File: config.mk
export PLATFORM = sky130hd
export DESIGN_NAME = strip_len_unit
export DESIGN_NICKNAME = d
export VERILOG_FILES = /design/src/rtl/strip_len_pkg.sv /design/src/rtl/strip_len_ctrl.sv /design/src/rtl/strip_len_dp.sv /design/src/rtl/strip_len_unit.sv
export SDC_FILE = /design/constraint.sdc
export NUM_CORES = 1
export LEC_CHECK = 0
export ABC_CLOCK_PERIOD_IN_PS = 6600
export BUFFER_PORTS_ARGS = -buffer_cell sky130_fd_sc_hd__buf_2
export CAP_MARGIN = 40
export CORE_ASPECT_RATIO = 1.75
export CORE_MARGIN = 2
export CORE_UTILIZATION = 40
export CTS_BUF_LIST = sky130_fd_sc_hd__clkbuf_8
export CTS_CLUSTER_SIZE = 10
export DETAILED_ROUTE_END_ITERATION = 8
export SLEW_MARGIN = 20
export SYNTH_ARGS = -nofsm -noshare
export SYNTH_HDL_FRONTEND = slang
export SYNTH_SLANG_ARGS = --single-unit
File: constraint.sdc
create_clock -name clk -period 6.6 [get_ports clk]
set_clock_uncertainty 0.15 [all_clocks]
set_input_delay 0.33 -clock clk [delete_from_list [all_inputs] [get_ports clk]]
set_output_delay 0.33 -clock clk [all_outputs]
set_load 0.005 [all_outputs]
File: src/rtl/strip_len_pkg.sv
package strip_len_pkg;

  // Strobes passed from control to datapath
  typedef struct packed {
    logic loadReq;  // accept a request this edge
    logic loadCfg;  // reload held length from the maximum
  } stripStrobes_t;

endpackage

File: src/rtl/strip_len_ctrl.sv
module strip_len_ctrl
  import strip_len_pkg::*;
(
  input  logic          clk,
  input  logic          rstN,
  input  logic          reqValid,
  input  logic          cfgWrite,
  output stripStrobes_t strobes,
  output logic          resValid
);

  // Configuration write wins; a coinciding request is dropped.
  always_comb begin
    strobes.loadCfg = cfgWrite;
    strobes.loadReq = reqValid && !cfgWrite;
  end

  always_ff @(posedge clk) begin
    if (!rstN) begin
      resValid <= 1'b0;
    end else begin
      resValid <= strobes.loadReq;
    end
  end

endmodule

File: src/rtl/strip_len_dp.sv
module strip_len_dp
  import strip_len_pkg::*;
#(
  parameter int XLEN    = 32,
  parameter bit BALANCE = 1'b1
) (
  input  logic              clk,
  input  logic              rstN,
  input  stripStrobes_t     strobes,
  input  logic [XLEN-1:0]   reqAvl,
  input  logic [XLEN-1:0]   mvl,
  output logic [XLEN-1:0]   resVl,
  output logic [XLEN-1:0]   vlHeld,
  output logic              tailEn,
  output logic [XLEN-1:0]   tailStart
);

  localparam int WIDE = XLEN + 1;

  logic [WIDE-1:0] avlWide;
  logic [WIDE-1:0] mvlTwice;
  logic [WIDE-1:0] halfUp;
  logic [XLEN-1:0] nextVl;
  logic            nextTail;

  // One extra bit keeps 2*max and avl+1 free of overflow
  assign avlWide  = {1'b0, reqAvl};
  assign mvlTwice = {mvl, 1'b0};
  assign halfUp   = (avlWide + WIDE'(1)) >> 1;

  generate
    if (BALANCE) begin : g_balanced
      always_comb begin
        if (avlWide >= mvlTwice) begin
          nextVl = mvl;
        end else if (reqAvl > mvl) begin
          nextVl = halfUp[XLEN-1:0];
        end else begin
          nextVl = reqAvl;
        end
      end
    end else begin : g_plainMin
      always_comb begin
        nextVl = (reqAvl > mvl) ? mvl : reqAvl;
      end
    end
  endgenerate

  assign nextTail = (nextVl != '0) && (nextVl < mvl);

  always_ff @(posedge clk) begin
    if (!rstN) begin
      resVl     <= '0;
      vlHeld    <= '0;
      tailEn    <= 1'b0;
      tailStart <= '0;
    end else begin
      tailEn <= 1'b0;
      if (strobes.loadCfg) begin
        vlHeld <= mvl;
      end else if (strobes.loadReq) begin
        vlHeld    <= nextVl;
        resVl     <= nextVl;
        tailStart <= nextVl;
        tailEn    <= nextTail;
      end
    end
  end

endmodule

File: src/rtl/strip_len_unit.sv
module strip_len_unit
  import strip_len_pkg::*;
#(
  parameter int XLEN    = 32,
  parameter bit BALANCE = 1'b1
) (
  input  logic            clk,
  input  logic            rstN,
  input  logic            reqValid,
  input  logic [XLEN-1:0] reqAvl,
  input  logic [XLEN-1:0] mvl,
  input  logic            cfgWrite,
  output logic            resValid,
  output logic [XLEN-1:0] resVl,
  output logic [XLEN-1:0] vlHeld,
  output logic            tailEn,
  output logic [XLEN-1:0] tailStart
);

  stripStrobes_t strobes;

  strip_len_ctrl i_ctrl (
    .clk      (clk),
    .rstN     (rstN),
    .reqValid (reqValid),
    .cfgWrite (cfgWrite),
    .strobes  (strobes),
    .resValid (resValid)
  );

  strip_len_dp #(
    .XLEN    (XLEN),
    .BALANCE (BALANCE)
  ) i_dp (
    .clk       (clk),
    .rstN      (rstN),
    .strobes   (strobes),
    .reqAvl    (reqAvl),
    .mvl       (mvl),
    .resVl     (resVl),
    .vlHeld    (vlHeld),
    .tailEn    (tailEn),
    .tailStart (tailStart)
  );

endmodule

# Word level (Yosys, flattened, before mapping)
# Cells that the tools add are included.
[word_totals]
register_bits = 66
in_bits = 68
out_inout_bits = 98
word_cells = 22
[op_classes]
add_sub_neg = 1
magnitude_cmp = 3
mux = 4
n_bitwise = 3
reduce_logical = 7
[op_table]
columns = ["cell", "n"]
rows = [
  ["32-bit 2-to-1 mux", 4],
  ["32-bit by 1-bit adder with 33-bit output (second input constant)", 1],
  ["32-bit by 33-bit greater-or-equal comparator with 1-bit output", 1],
  ["32-bit > comparator", 1],
  ["32-bit < comparator", 1],
  ["32-bit nonzero test", 1],
  ["1-bit NOT", 3],
  ["3-bit OR reduction", 1],
  ["1-bit logical AND", 2],
  ["2-bit AND reduction", 1],
  ["2-bit nonzero test", 1],
  ["1-bit zero test", 1],
]

# Logic depth before layout (Yosys ltp)
[depth]
ltp_word = 5
ltp_mapped = 24

# By module
# Synthesis repeated with hierarchy kept, for this count alone.
[unflattened]
hier_cells = 904
hier_area_um2 = 6666.4
[modules_own_cells]
columns = ["module", "instances", "cells_per_inst", "area_each_um2", "seq_area_each_um2"]
rows = [
  ["strip_len_dp", 1, 900, 6623.9, 1301.2],
  ["strip_len_ctrl", 1, 4, 42.5, 20.0],
]

# Worst setup path after synthesis
# OpenSTA, ideal clock, no wires.
[synth_path]
kind = "input port to flip-flop"
start = "input port mvl[29]"
end = "register i_dp.tailEn"
t_arrival_ns = 3.890
t_required_ns = 6.334
slack_ns = 2.444
stages = 18
n_path_buf = 2
path_cell_list = "inv_1 -> ha_1 -> a211oi_1 -> nor3_1 -> a2111oi_0 -> o22ai_1 -> nor2_1 -> buf_2 -> buf_2 -> mux2_2 -> ha_1 -> nand4_1 -> or2_2 -> a211oi_1 -> o31ai_1 -> a211oi_1 -> o21ai_1 -> o211a_1"
[synth_between]
elab_chain_cells = 5
word_cells_on_any_way = 7
[synth_rtl]
columns = ["item", "line", "text"]
rows = [
  ["start: declaration", "strip_len_unit.sv:11", "input logic [XLEN-1:0] mvl,"],
  ["32-bit > comparator", "strip_len_dp.sv:36", "end else if (reqAvl > mvl) begin"],
  ["32-bit 2-to-1 mux", "strip_len_dp.sv:36", ""],
  ["32-bit 2-to-1 mux *", "strip_len_dp.sv:34", "if (avlWide >= mvlTwice) begin"],
  ["net i_dp.nextVl[11]", "strip_len_dp.sv:23", "logic [XLEN-1:0] nextVl;"],
  ["32-bit < comparator / 32-bit nonzero test (equally long branches)", "strip_len_dp.sv:49", "assign nextTail = (nextVl != '0) && (nextVl < mvl);"],
  ["1-bit logical AND *", "strip_len_dp.sv:49", ""],
  ["end signal: assignment", "strip_len_dp.sv:65", "tailEn <= nextTail;"],
  ["end: declaration", "strip_len_dp.sv:14", "output logic tailEn,"],
]
# The timed path passes the listed nets; every way through them passes the cells marked *.
# A chain may end at the register's enable or synchronous reset.

# Worst setup path in the final report
[layout_path]
start = "input port mvl[21]"
end = "register i_dp.tailEn"
# The elaborated chain is that of the path after synthesis.

==> reports/metrics.yaml <==
status:
  outcome: "finished, final reports clean"
die:
  boundaryPins: 166
  chipHeight_um: 173.0
  row_count: 61
  die-area_mm2: 0.01740
  floorplan.core_area_mm2: 0.01595
  initial_core_util_pct: 40.93
  die_width_um: 100.6
cts:
  cts_hold_buf: 0
  clkTransAtPathRegs_ps: 80
  clock_tree.htree_level_count: 3
  cts-root-to-sink-buffers: 2
  cts_tree: "built"
  cts_buffers: 9
  cts.repair.resized: 0
  postCtsSetupRepairBufs: 0
  clk-insertion-delay-late_ps: 340
  cts.sink_count: 66
  master_cell_of_the_clock_root_buffer: "clkbuf_8"
detailed_routing:
  drt-pass1-iter-count: 5
  postRouteWirelength_um: 22240
  drt-vias-per-instance: 5.743
  drt-initial-drc-count: 352
  via_count: 6782
  wl_per_cell_um: 18.83
  detail-route-antenna-nets: 0
  remaining_drc_errors: 0
hold_path:
  timing.hold.worst.class: "input port to register"
timing:
  timing.final.max_slew_violations: 0
  timing.fmax_ghz: 0.1909
  final.min_clock_period_ps: 5238
  tns_ps: 0
  layout_worst_path_cycle_share_pct: 79.37
  final_hold_slack_ps: 83.51
  tightest_slew_ps: 882.1
  setup_viol: 0
  final-hold-violation-count: 0
  slew_headroom_pct: 40.45
  unrepaired_setup_endpoints_after_global_routing: "no"
logic_synthesis:
  synth.yosys.seq_area_share_pct: 20.24
  yosys_warnings: 0
  yosys-top-cells-count: "113 x nor2_1, 95 x ha_1, 80 x a21oi_1"
  flops_latches_synth: 66
  postSynth.asyncResetShare_pct: 0
  synth-main-ff-cell: "dfxtp_1"
  synthCells: 874
  synthDistinctLibCells: 70
  ys_top_cells_by_area: "dfxtp_1 20%, ha_1 18%, nor2_1 6.5%, a21oi_1 6.1%, a211oi_1 5.4%"
  synth-edff-count: 0
  synth_nets: 1037
  yosys.cell_count.top_type: "nor2_1"
  avgSynthCellArea_um2: 7.470
  synthDominantAreaCellType: "dfxtp_1"
  syn_area_mm2: 0.006529
  synth_largest_type_area_fraction_pct: 20.24
critical_path:
  highest_net_fanout_along_the_worst_path: 18
  setup.worst_path.class: "input port to register"
  worst_r2r_path_depth: 3
  startpoint_type: "input port"
  worst_setup_path_endpoint: "i_dp.tailEn"
  ff2ff_setup_slack_ps: 5520
  r2r_end: "i_dp.vlHeld[25]"
  cp-end-kind: "register"
  critPathArrivalTime_ps: 5330
  cp_data_required_time_ps: 6690
  reg2reg_from: "i_dp.vlHeld[25]"
  critPathLaunch: "mvl[21]"
pwr:
  internal_power_uw: 849.8
  power.share.switching_pct: 37.12
  peakVddDrop_uv: 110.9
  clkPwrFrac_pct: 27.9
  share_comb_of_total_power_pct: 39.0
  power_density_mw_per_mm2: 180.7
  p_leak_nw: 3.642
  total_switching_power_uw: 501.7
  p_seq_share_pct: 33.1
global_routing:
  grt_usage_pct: 25.07
  grt_remaining_overflow: 0
  wire_length_of_the_first_global_routing_pass_um: 34210
  grt_antenna_before_repair: 2
  first_global_vias: 6326
  largest_net_degree_at_the_start_of_global_routing: 55
run:
  cap_violations: 0
final_layout:
  finish.net_count: 1148
  filler_cell_count: 1692
  area.growth.synth_to_final_pct: 14.55
  layout-drive-gt1-share_pct: 22.73
placement:
  routabilityCongestion: 1.026
  dp_hpwl_um: 18030
  port-buffer-count: 165
-- worst max-delay path, stage by stage --
cell       delay [ps]
buf_2             140
inv_1             120
ha_1              300
a21oi_1           180
o21ai_0           170
a2111oi_0         770
o22ai_1           230
nor2_2            630
buf_4             290
nor2_1             50
a31oi_1           500
ha_1              240
nand4_1            90
or2_2             290
a211oi_1          180
o31ai_1           100
a211oi_1          470
o21ai_1           100
o211a_1           140
-- cells in the final DEF, fill, tap and decap left out, types with 19 or more instances in the layout --
master,n
a211oi_1,47
a21o_1,19
a21oi_1,80
buf_2,165
dfxtp_1,66
ha_1,95
inv_1,57
nand2_1,73
nand3_1,23
nand4_1,25
nor2_1,111
nor3_1,20
o21ai_0,31
-- worst min-delay path by stage --
stage | to | startpoint | slack, ps | cells after the start
floorplan | i_dp.vlHeld[15] | mvl[15] | 310 | 2
detailed placement | i_dp.resVl[13] | i_dp.resVl[13] | 310 | 2
finish | i_dp.vlHeld[3] | mvl[3] | 80 | 3
global route | i_dp.vlHeld[3] | mvl[3] | 90 | 3
CTS | i_dp.vlHeld[3] | mvl[3] | 80 | 3
global placement | i_dp.resVl[9] | i_dp.resVl[9] | 310 | 2
-- logic make-up after synthesis --
group	Yosys count	synth area share [%]
buf+inv	134	10.14
mux	19	3.066
flops	66	20.24
compound gates	247	25.28
xor+xnor	7	0.9391
simple gates	306	22.13
fa+ha+maj	95	18.21
-- area by class of cell --
cell class / count / area [µm²] / area share, %
Inverter: 59 / 221.5 / 2.961
Sequential cell: 66 / 1321 / 17.67
Multi-Input combinational cell: 674 / 4556 / 60.92
Clock inverter: 7 / 93.84 / 1.255
Antenna cell: 2 / 5.005 / 0.06692
Tap cell: 189 / 236.5 / 3.162
Timing Repair Buffer: 175 / 920.9 / 12.31
Clock buffer: 9 / 123.9 / 1.656
-- state kept, by name (all words and copies together) (netlist names) --
name and count:
i_dp.resVl 32, i_dp.vlHeld 32, i_ctrl.resValid 1, i_dp.tailEn 1
-- per-layer routing --
layer,up-vias,wire length [µm],GRT usage (%)
met3,33,894,1.698
li1,3388,-,-
met1,3137,9292,30.98
met2,224,11390,44.57
met4,0,663,9.475
met5,-,0,0
-- power by group through the flow --
stage	sequential, mW	combinational, mW	clock [mW]
2_1_floorplan	0.457	0.345	0
3_3_place_gp	0.456	0.517	0
3_5_place_dp	0.457	0.519	0
4_1_cts	0.447	0.522	0.381
5_1_grt	0.451	0.586	0.399
6_report	0.447	0.527	0.377
-- stage by stage --
| stage | std cells | cell area [µm²] | power (mW) | setup WS (ps) | util [%] |
|---|---|---|---|---|---|
| after floorplan | 874 | 6529 | 0.8017 | 2444 | - |
| after global placement | 1162 | 7228 | 0.9732 | 990.1 | 45.31 |
| after detailed placement | 1163 | 7256 | 0.9755 | 992.9 | 45.49 |
| after CTS | 1179 | 7473 | 1.350 | 1341 | 46.85 |
| after global routing | 1181 | 7478 | 1.436 | 1080 | 46.88 |
| final | 1181 | 7478 | 1.351 | 1362 | 46.88 |
Note: power is estimated with default switching activity, not from simulation.
